**src/rtl/gfx_pkg.sv**
```systemverilog
package gfx_pkg;
  localparam int unsigned M_MAX = 8;
  localparam int unsigned PW    = 2 * M_MAX - 1;
  localparam int unsigned DW    = $clog2(M_MAX + 1);
  localparam int unsigned POS_W = $clog2(PW);

  typedef logic [M_MAX-1:0] elem_t;
  typedef logic [M_MAX:0]   poly_t;
  typedef logic [PW-1:0]    prod_t;
  typedef logic [DW-1:0]    deg_t;
  typedef logic [POS_W-1:0] pos_t;

  typedef enum logic {ST_IDLE, ST_RED} seq_st_e;
endpackage

```
**src/rtl/gfx_clmul.sv**
```systemverilog
// Full-width carry-less product, one cycle.
module gfx_clmul
  import gfx_pkg::*;
(
  input  elem_t a_i,
  input  elem_t b_i,
  output prod_t p_o
);
  prod_t pp [M_MAX];

  for (genvar i = 0; i < M_MAX; i++) begin : g_pp
    assign pp[i] = b_i[i] ? (prod_t'(a_i) << i) : '0;
  end

  always_comb begin
    p_o = '0;
    for (int i = 0; i < M_MAX; i++) p_o = p_o ^ pp[i];
  end
endmodule

```
**src/rtl/gfx_fold_step.sv**
```systemverilog
// Clears one coefficient at pos_i by adding the polynomial aligned to it.
module gfx_fold_step
  import gfx_pkg::*;
(
  input  prod_t w_i,
  input  pos_t  pos_i,
  input  logic  en_i,
  input  poly_t poly_i,
  input  deg_t  m_i,
  output prod_t w_o
);
  pos_t sh;
  assign sh  = pos_i - POS_W'(m_i);
  assign w_o = (en_i && w_i[pos_i]) ? (w_i ^ (prod_t'(poly_i) << sh)) : w_i;
endmodule

```
**src/rtl/gfx_red_digit.sv**
```systemverilog
// One digit of reduction: RED_DIGIT chained fold steps, top coefficient first.
module gfx_red_digit
  import gfx_pkg::*;
#(
  parameter int unsigned RED_DIGIT = 2
) (
  input  prod_t w_i,
  input  pos_t  top_i,
  input  poly_t poly_i,
  input  deg_t  m_i,
  output prod_t w_o
);
  prod_t chain [RED_DIGIT+1];
  assign chain[0] = w_i;

  for (genvar i = 0; i < RED_DIGIT; i++) begin : g_step
    logic en;
    pos_t pos;
    assign pos = top_i - POS_W'(i);
    assign en  = (int'(top_i) >= (i + int'(m_i)));
    gfx_fold_step u_step (
      .w_i   (chain[i]),
      .pos_i (pos),
      .en_i  (en),
      .poly_i(poly_i),
      .m_i   (m_i),
      .w_o   (chain[i+1])
    );
  end

  assign w_o = chain[RED_DIGIT];
endmodule

```
**src/rtl/gfx_seq.sv**
```systemverilog
// Sequencer: accepts start when idle, runs ceil((m-1)/D) digit cycles.
module gfx_seq
  import gfx_pkg::*;
#(
  parameter int unsigned RED_DIGIT = 2
) (
  input  logic clk_i,
  input  logic rst_ni,
  input  logic start_i,
  input  deg_t m_i,
  output logic load_o,
  output logic step_o,
  output logic fin_o,
  output logic busy_o,
  output logic done_o
);
  seq_st_e st_q;
  deg_t    cnt_q;
  deg_t    ncyc;

  assign ncyc   = DW'((int'(m_i) + RED_DIGIT - 2) / RED_DIGIT);
  assign busy_o = (st_q == ST_RED);
  assign load_o = start_i && !busy_o;
  assign step_o = busy_o;
  assign fin_o  = busy_o && (cnt_q == DW'(1));

  always_ff @(posedge clk_i or negedge rst_ni) begin
    if (!rst_ni) begin
      st_q   <= ST_IDLE;
      cnt_q  <= '0;
      done_o <= 1'b0;
    end else begin
      done_o <= fin_o;
      unique case (st_q)
        ST_IDLE: if (load_o) begin
          st_q  <= ST_RED;
          cnt_q <= ncyc;
        end
        ST_RED: begin
          if (fin_o) st_q <= ST_IDLE;
          cnt_q <= cnt_q - DW'(1);
        end
        default: st_q <= ST_IDLE;
      endcase
    end
  end
endmodule

```
**src/rtl/gfx_hetero_mul.sv**
```systemverilog
module gfx_hetero_mul
  import gfx_pkg::*;
#(
  parameter int unsigned RED_DIGIT = 2
) (
  input  logic             clk_i,
  input  logic             rst_ni,
  input  logic             cfg_we_i,
  input  logic [DW-1:0]    cfg_deg_i,
  input  logic [M_MAX:0]   cfg_poly_i,
  input  logic             start_i,
  input  logic             acc_en_i,
  input  logic [M_MAX-1:0] a_i,
  input  logic [M_MAX-1:0] b_i,
  output logic             busy_o,
  output logic             done_o,
  output logic [M_MAX-1:0] result_o
);
  if (RED_DIGIT != 2 && RED_DIGIT != 4) begin : g_bad_digit
    initial $fatal(1, "RED_DIGIT must be 2 or 4");
  end

  deg_t  m_q;
  poly_t poly_q;
  prod_t acc_q, work_q, prod, acc_nxt, red_out;
  pos_t  top_q;
  elem_t mask, result_q;
  poly_t one_sh, eff_poly;
  logic  load, step, fin, cfg_ok;

  assign one_sh   = poly_t'(1) << m_q;
  assign mask     = elem_t'(one_sh - poly_t'(1));
  assign eff_poly = (poly_q & (one_sh | (one_sh - poly_t'(1)))) | one_sh;
  assign cfg_ok   = cfg_we_i && !busy_o &&
                    (cfg_deg_i >= DW'(2)) && (cfg_deg_i <= DW'(M_MAX));

  gfx_seq #(.RED_DIGIT(RED_DIGIT)) u_seq (
    .clk_i  (clk_i),
    .rst_ni (rst_ni),
    .start_i(start_i),
    .m_i    (m_q),
    .load_o (load),
    .step_o (step),
    .fin_o  (fin),
    .busy_o (busy_o),
    .done_o (done_o)
  );

  gfx_clmul u_mac (
    .a_i(a_i & mask),
    .b_i(b_i & mask),
    .p_o(prod)
  );

  assign acc_nxt = acc_en_i ? (acc_q ^ prod) : prod;

  gfx_red_digit #(.RED_DIGIT(RED_DIGIT)) u_red (
    .w_i   (work_q),
    .top_i (top_q),
    .poly_i(eff_poly),
    .m_i   (m_q),
    .w_o   (red_out)
  );

  always_ff @(posedge clk_i or negedge rst_ni) begin
    if (!rst_ni) begin
      m_q    <= DW'(M_MAX);
      poly_q <= poly_t'(9'h11D);
    end else if (cfg_ok) begin
      m_q    <= cfg_deg_i;
      poly_q <= cfg_poly_i;
    end
  end

  always_ff @(posedge clk_i or negedge rst_ni) begin
    if (!rst_ni) begin
      acc_q    <= '0;
      work_q   <= '0;
      top_q    <= '0;
      result_q <= '0;
    end else begin
      if (load) begin
        acc_q  <= acc_nxt;
        work_q <= acc_nxt;
        top_q  <= POS_W'({1'b0, m_q, 1'b0} - 6'd2);
      end else if (step) begin
        work_q <= red_out;
        top_q  <= top_q - POS_W'(RED_DIGIT);
      end
      if (fin) result_q <= red_out[M_MAX-1:0] & mask;
    end
  end

  assign result_o = result_q;
endmodule

```
**config.mk**
```make
export PLATFORM = sky130hd
export DESIGN_NAME = gfx_hetero_mul
export DESIGN_NICKNAME = d
export VERILOG_FILES = /design/src/rtl/gfx_pkg.sv /design/src/rtl/gfx_clmul.sv /design/src/rtl/gfx_fold_step.sv /design/src/rtl/gfx_red_digit.sv /design/src/rtl/gfx_seq.sv /design/src/rtl/gfx_hetero_mul.sv
export SDC_FILE = /design/constraint.sdc
export NUM_CORES = 1
export LEC_CHECK = 0
export ABC_AREA = 1
export CAP_MARGIN = 10
export CELL_PAD_IN_SITES_DETAIL_PLACEMENT = 2
export CELL_PAD_IN_SITES_GLOBAL_PLACEMENT = 2
export CORE_MARGIN = 3
export CORE_UTILIZATION = 30
export DETAILED_ROUTE_END_ITERATION = 7
export PLACE_DENSITY_LB_ADDON = 0.12
export SLEW_MARGIN = 30
export SYNTH_ARGS = -nofsm -noshare
export SYNTH_HDL_FRONTEND = slang
export SYNTH_SLANG_ARGS = --single-unit
export TNS_END_PERCENT = 50
```
**constraint.sdc**
```tcl
create_clock -name clk_i -period 3.2 [get_ports clk_i]
set_input_delay 0.64 -clock clk_i [delete_from_list [all_inputs] [get_ports clk_i]]
set_output_delay 0.64 -clock clk_i [all_outputs]
set_load 0.01 [all_outputs]
```
==> out/qor.yml, run 1 <==
synth_edf_count: 0
grt_pass1_wl_um: 50270
synth_top_cell_by_area: "dfrtp_1"
multi_input_area_um2: 5004
grt_max_degree: 61
postLayoutSetupSlackWorst_ns: -0.4182
ys_types: 45
cp_data_arrival_time_ns: 3.91
cts_root_buffer: "clkbuf_16"
drt_iter0_drc: 567
avgSynthCellArea_um2: 6.325
die-area_um2: 21630
synth_area_um2: 5971
vias_per_cell: 5.670
syn_nets: 1006
synthTopCellsByCount: "nand2_1 (323), nor2_1 (108), inv_1 (98)"
grt_antenna_before_repair: 0
dp_slack_ns: -0.3981
hpwl_um: 21410
drc: 0
slew_viol_final: 0
worst-r2r-cell-count: 25
wl_per_cell_um: 29.70
fin_crit_ns: 3.618
syn_inst: 944
worstSetupPathType: "reg -> reg"
r2r-start: "m_q[1]"
grt_setup_unrepaired: "yes"
start_kind: "flop"
ctsHoldBuffers: 0
netlist_top_cells_area: "dfrtp_1 (23%), nand2_1 (20%), nand3_1 (7.5%)"
regArea_um2: 1513
io_buffers: 43
cts_made_buffers: 9
finalHoldViolCount: 0
max_slew_margin: 0.4091
dp_cells: 1336
grt_pass1_vias: 8251
synth.most_common_cell: "nand2_1"
row_count: 50
ant_nets: 0
ys_warn_count: 0
worst_slew_pin_slew_ns: 0.8863
dieHeight_um: 147.1
async_flop_share: 1.000
n_antenna_cell: 0
max-clock-path-buffers: 2
drtPass1Iterations: 5
maxCapViolCount: 0
cts_tree: "built"
vias: 7909
min_period_over_period: 1.131
ios: 44
cts_max_level: 3
core_area_um2: 19140
synthFlopType: "dfrtp_1"
initial_utilization: 0.3119
r2r-end: "work_q[12]"
cts_sinks: 60
area_growth_pct: 54.95
yosysSeqAreaShare: 0.2527
drive_gt1_frac: 0.3595
gr-usage-all-layers: 0.3039
die_w_um: 147.1
fin_skew_ns: 0.01519
clkSlewWorstSetupHoldPaths_ns: 0.07
crit_fanout: 7
setup_viol: 29
nFillCells: 2200
clock_latency_ns: 0.37
gp_congestion: 0.8481
status: "complete, but fails checks"
yosysTopAreaCellShare: 0.2263
instances_no_fill: 1395
r2r_slack_ns: -0.42
required_ns: 3.49
violations: "setup timing"
nets: 1192
hold_class: "in -> async"
wl_um: 41430
max_freq_mhz: 276.4
ys_ff_latch: 60
overflow: 0
end_kind: "flop"
==> placed cells by master, fill, tap and decap left out, types with 12 or more instances in the layout <==
master / instances
a21oi_1: 13
a21oi_2: 14
buf_4: 131
buf_6: 19
clkdlybuf4s50_1: 42
dfrtp_1: 51
ha_1: 14
ha_4: 12
inv_1: 82
inv_2: 12
nand2_1: 246
nand2_2: 58
nand2_4: 24
nand3_1: 47
nand3_2: 26
nand3_4: 20
nor2_1: 95
o21ai_0: 36
xnor2_1: 34
xor2_1: 29
==> critical path: stages, from the launching register on <==
cell and delay [ns]:
dfrtp_2 0.48, buf_6 0.15, ha_4 0.18, o21ai_4 0.19, nand2_4 0.09, inv_4 0.07, nand4_1 0.14, ha_2 0.23
inv_2 0.08, nand2_4 0.09, nand3_4 0.12, nand3_4 0.13, nand2_2 0.12, nand2_1 0.09, nand3_2 0.09, nand3_1 0.08
nand2_1 0.10, nand2_2 0.09, nand2_2 0.11, nand3_4 0.10, nand2_8 0.14, buf_4 0.18, nand3_1 0.13, nand2_1 0.12
nand2_1 0.08, a21oi_2 0.15
==> flip-flops by register name, indices dropped and copies added, names as in the netlist <==
register and cells:
acc_q 15, work_q 15, poly_q 9, result_o 8, m_q 4, u_seq.cnt_q 4
top_q 3, u_seq.busy_o 1, u_seq.done_o 1
==> how the worst max path moves through the flow <==
| stage | end | startpoint |
|---|---|---|
| final | work_q[12] | m_q[1] |
| after global routing | work_q[12] | m_q[1] |
| after CTS | work_q[13] | m_q[2] |
| after detailed placement | result_o[4] | m_q[1] |
| after global placement | result_o[4] | m_q[1] |
| after floorplan | work_q[8] | m_q[0] |
==> cell families after synthesis <==
group | share of synthesized area
adder cells (fa/ha/maj) | 0.05993
AND/OR/NAND/NOR | 0.3875
flip-flops | 0.2527
AO/OA/AOI/OAI | 0.08739
XOR/XNOR | 0.1054
multiplexers | 0.01509
buffers and inverters | 0.09199
==> what timing repair did <==
item / 4_1_cts / 5_1_grt
buffers inserted: 25 / 19
resized for setup: 104 / 192
hold endpoints to repair: 0 / 0
cloned: 1 / 1
setup endpoints to repair: 27 / 31
pin swaps: 33 / 81
==> metrics by stage <==
step	util	area, um2	TNS, ns	hold WS (ns)
floorplan	-	5982	0	0.3444
global placement	0.3884	7435	-3.109	0.4660
detailed placement	0.3884	7435	-7.282	0.4760
CTS	0.4355	8337	-0.04427	0.4916
global route	0.4833	9251	-10.64	0.5392
finish	0.4833	9251	-8.042	0.4706
==> layer usage <==
layer,global-route usage,up-vias,share of wire
li1,-,3340,-
met5,0,-,0
met4,0.1156,0,0.054
met2,0.5267,359,0.48
met3,0.06323,138,0.060
met1,0.3710,4072,0.40
==> area by class of cell <==
cell class,count,area share
tap,260,0.03516
inverter,106,0.04612
timing repair buffer,197,0.1835
clock buffer,9,0.02434
multi-input combinational,756,0.5408
clock inverter,7,0.006492
sequential,60,0.1635
Power of run 1 is left out: the tool's default activity adds up to more than one toggle a clock period on the data nets, which glitch-free logic cannot reach.
==> run 2: changes to the inputs <==
CTS_CLUSTER_DIAMETER = 200   (was default)
REMOVE_ABC_BUFFERS = 1   (was default)
==> run 2 against run 1 <==
Effect of this change:
- final area shrank 1.0%
- global-route usage grew 1.8 points
- critical path type unchanged
- critical endpoint is now work_q[5]
- clock skew shrank 0.0039 ns
- cell count shrank 0.57%
- the run still ends with setup timing left
- non-clock buffer count shrank 8
- die area is the same
- core utilization shrank 0.48 points
==> out/qor.yml, run 2 (synthesis results as in run 1) <==
status: "complete, but fails checks"
drt_iter0_drc: 579
final_cell_mix: "nand2_1 (250), buf_4 (127), nor2_1 (90)"
cp_data_arrival_time_ns: 3.99
core_area_um2: 19140
hpwl_um: 20970
initial_utilization: 0.3119
ant_nets: 0
slew_viol_final: 0
nets: 1184
cts_tree: "built"
vias_per_cell: 5.758
die_w_um: 147.1
overflow: 0
fin_tns_setup_ns: -10.31
crit_fanout: 17
reg_top3: "acc_q (15), work_q (15), poly_q (9)"
drive_gt1_frac: 0.3567
drtPass1Iterations: 5
finish.utilization: 0.4784
worst_slew_pin_slew_ns: 0.8756
grt_pass1_wl_um: 53020
finalHoldViolCount: 0
postLayoutSetupSlackWorst_ns: -0.6002
vias: 7987
die-area_um2: 21630
max_freq_mhz: 263.1
gr-usage-all-layers: 0.3215
ios: 44
min_period_over_period: 1.188
clock_latency_ns: 0.36
cts_made_buffers: 9
cts_sinks: 60
gp_congestion: 0.8840
area_growth_pct: 53.39
drc: 0
hold_class: "in -> async"
clkSlewWorstSetupHoldPaths_ns: 0.07
row_count: 50
io_buffers: 43
nFillCells: 2193
dieHeight_um: 147.1
max_slew_margin: 0.4163
max-clock-path-buffers: 2
grt_setup_unrepaired: "yes"
violations: "setup timing"
setup_viol: 28
wl_per_cell_um: 29.76
worstSetupPathType: "reg -> reg"
n_antenna_cell: 0
ctsHoldBuffers: 0
fin_skew_ns: 0.01132
fin_crit_ns: 3.800
grt_max_degree: 61
cts_max_level: 3
start_kind: "flop"
cts_root_buffer: "clkbuf_16"
wl_um: 41280
grt_antenna_before_repair: 0
required_ns: 3.39
grt_pass1_vias: 8556
maxCapViolCount: 0
layout_commonest_cell: "nand2_1"
end_kind: "flop"
## run 2: final timing paths
check	start	endpoint	slack (ns)	depth (start not counted)
min	rst_ni	u_seq.cnt_q[0]	0.49	2
max reg2reg	m_q[0]	work_q[5]	-0.60	23
min reg2reg	acc_q[3]	acc_q[3]	0.52	2
min in group clk_i	acc_q[3]	acc_q[3]	0.52	2
max in group asynchronous	rst_ni	m_q[2]	2.11	2
max	m_q[0]	work_q[5]	-0.60	23
## run 2: metal layers
metal	share of wire	global-route usage	vias to the layer above
met5	0	0	-
met2	0.49	0.5601	408
met3	0.061	0.05830	159
li1	-	-	3330
met1	0.40	0.3963	4090
met4	0.056	0.1198	0
## run 2: through the flow
step	hold WS [ns]	cell area (um2)	std cells	setup slack (ns)
4_1_cts	0.4891	8426	1378	-0.03373
6_report	0.4939	9159	1387	-0.6002
5_1_grt	0.5443	9159	1387	-0.6421
2_1_floorplan	0.3444	5829	920	-0.2838
3_5_place_dp	0.4725	7496	1345	-0.2258
3_3_place_gp	0.4655	7496	1345	-0.05913
## run 2: repair_timing
item / 4_1_cts / 5_1_grt
pin swaps: 39 / 69
gates resized for setup: 105 / 179
endpoints found under the setup margin: 31 / 32
cloned: 2 / 0
setup buffers: 16 / 11
## run 2: area by class of cell
cell class | instances | area (um2) | area share
Inverter | 106 | 415.4 | 0.04536
Clock inverter | 5 | 83.83 | 0.009153
Tap cell | 260 | 325.3 | 0.03552
Timing Repair Buffer | 189 | 1627 | 0.1776
Multi-Input combinational cell | 756 | 4942 | 0.5396
Sequential cell | 60 | 1513 | 0.1652
Clock buffer | 11 | 252.7 | 0.02760
## run 2: worst max-delay path, cell delays in order, from the launching register on
cell and delay, ns:
dfrtp_2 0.49, inv_4 0.12, buf_4 0.34, ha_1 0.24
nand3_1 0.12, o211ai_1 0.18, buf_4 0.19, nand3_4 0.09
nor2_4 0.23, buf_6 0.16, nand2_1 0.05, nand2_1 0.08
nand2_2 0.07, nand2_2 0.07, nand3_1 0.10, nand2_2 0.11
nor2_4 0.05, nor2_4 0.13, buf_12 0.17, nand2_4 0.10
nand3_2 0.12, nand2_2 0.09, nand2_1 0.12, nand3_1 0.19
Power of run 2 is left out for the same reason.
==> run 3: changes to the inputs <==
CORE_MARGIN = 2   (was 3)
==> run 3 against run 2 <==
Effect of this change:
- the run still ends with setup timing left
- critical endpoint is now work_q[4]
- first-iteration DRC count is 20% lower
- via count fell by 3.0%
- wire length fell by 5.6%
- cell count up 1.5%
- sequential share of layout area shrank 0.12 points
- hold slack got worse by 0.18 ns
- maximum frequency increased by 1.3%
- global-route usage shrank 2.3 points
==> out/qor.yml, run 3 (synthesis results as in run 1) <==
worst-r2r-cell-count: 25
worstSetupPathType: "reg -> reg"
cts_tree: "built"
r2r-start: "m_q[0]"
wl_per_cell_um: 27.68
io_buffers: 43
grt_pass1_vias: 8170
layout_commonest_cell: "nand2_1"
vias: 7745
cp_common_cell: "nand2_1"
cpPeakStageDelay_ns: 0.49
hold_class: "in -> async"
drtPass1Iterations: 5
slew_viol_final: 0
max-clock-path-buffers: 2
postLayoutSetupSlackWorst_ns: -0.5503
die-area_um2: 21050
fin_skew_ns: 0.02293
grt_setup_unrepaired: "yes"
dieHeight_um: 145.1
min_period_over_period: 1.172
max_slew_margin: 0.5286
end_kind: "flop"
cts_made_buffers: 9
ant_nets: 0
maxCapViolCount: 0
r2r-end: "work_q[4]"
crit_fanout: 8
nets: 1200
cts_root_buffer: "clkbuf_16"
start_kind: "flop"
max_freq_mhz: 266.6
clock_latency_ns: 0.38
die_w_um: 145.1
drive_gt1_frac: 0.3377
drc: 0
violations: "setup timing"
setup.worst_path.start: "m_q[0]"
grt_max_degree: 28
worst_slew_pin_slew_ns: 0.7028
gr-usage-all-layers: 0.2986
setup.worst_path.end: "work_q[4]"
final_cell_mix: "nand2_1 (260), buf_4 (141), nor2_1 (98)"
dp_slack_ns: -0.3131
reg_top3: "acc_q (15), work_q (15), poly_q (9)"
initial_utilization: 0.3058
clkSlewWorstSetupHoldPaths_ns: 0.08
row_count: 51
setup_viol: 24
gp_congestion: 0.8898
wl_um: 38970
cp_data_arrival_time_ns: 4.03
core_area_um2: 19530
hpwl_um: 21670
vias_per_cell: 5.501
drt_iter0_drc: 462
slowest_stage: "dfrtp_2"
ios: 44
grt_antenna_before_repair: 0
grt_pass1_wl_um: 48110
required_ns: 3.48
fin_crit_ns: 3.750
finalHoldViolCount: 0
overflow: 0
cts_max_level: 3
n_antenna_cell: 0
status: "complete, but fails checks"
r2r_slack_ns: -0.55
cts_sinks: 60
area_growth_pct: 54.36
-- run 3: layout make-up --
class                           instances  area, um2
Fill cell                            2246      10310
Sequential cell                        60       1511
Timing Repair Buffer                  204       1739
Inverter                              106      429.2
Clock inverter                          7      98.84
Tap cell                              265      331.6
Multi-Input combinational cell        757       4881
Clock buffer                            9      225.2
-- run 3: per-layer routing --
metal | wire [um] | global-route usage | vias to the layer above
met5 | 0 | 0 | -
met4 | 2499 | 0.1304 | 0
met3 | 2122 | 0.04969 | 145
met2 | 20000 | 0.5512 | 297
met1 | 14350 | 0.3374 | 3939
li1 | - | - | 3364
-- run 3: what timing repair did --
item	CTS	global route
hold buffers	0	0
resized for setup	102	155
pin swaps	33	64
setup endpoints to repair	29	28
setup buffers	27	24
gates cloned	1	2
-- run 3: worst min path at each step --
| stage | start | endpoint | slack, ns | cells after the start |
|---|---|---|---|---|
| CTS | rst_ni | acc_q[7] | 0.33 | 1 |
| global route | rst_ni | acc_q[7] | 0.33 | 1 |
| floorplan | rst_ni | acc_q[0] | 0.34 | 0 |
| detailed placement | acc_q[7] | acc_q[7] | 0.48 | 2 |
| global placement | acc_q[7] | acc_q[7] | 0.46 | 2 |
| finish | rst_ni | result_o[4] | 0.32 | 1 |
-- run 3: critical path, delay by kind of cell (launching register included) --
family	cells	cell delay (ns)
compound gates	1	0.15
fa+ha+maj	2	0.43
buf+inv	7	0.97
flops	1	0.49
simple gates	15	1.57
-- run 3: stage by stage --
step	hold WS [ns]	std cells	setup TNS, ns	utilization	area [um2]
6_report	0.3167	1408	-10.31	0.4720	9216
5_1_grt	0.3327	1408	-11.86	0.4720	9216
4_1_cts	0.3315	1383	-0.08212	0.4292	8381
3_5_place_dp	0.4773	1341	-6.377	0.3808	7435
3_3_place_gp	0.4639	1341	-0.7745	0.3808	7435
2_1_floorplan	0.3444	920	-6.025	-	5829
Power of run 3 is left out for the same reason.
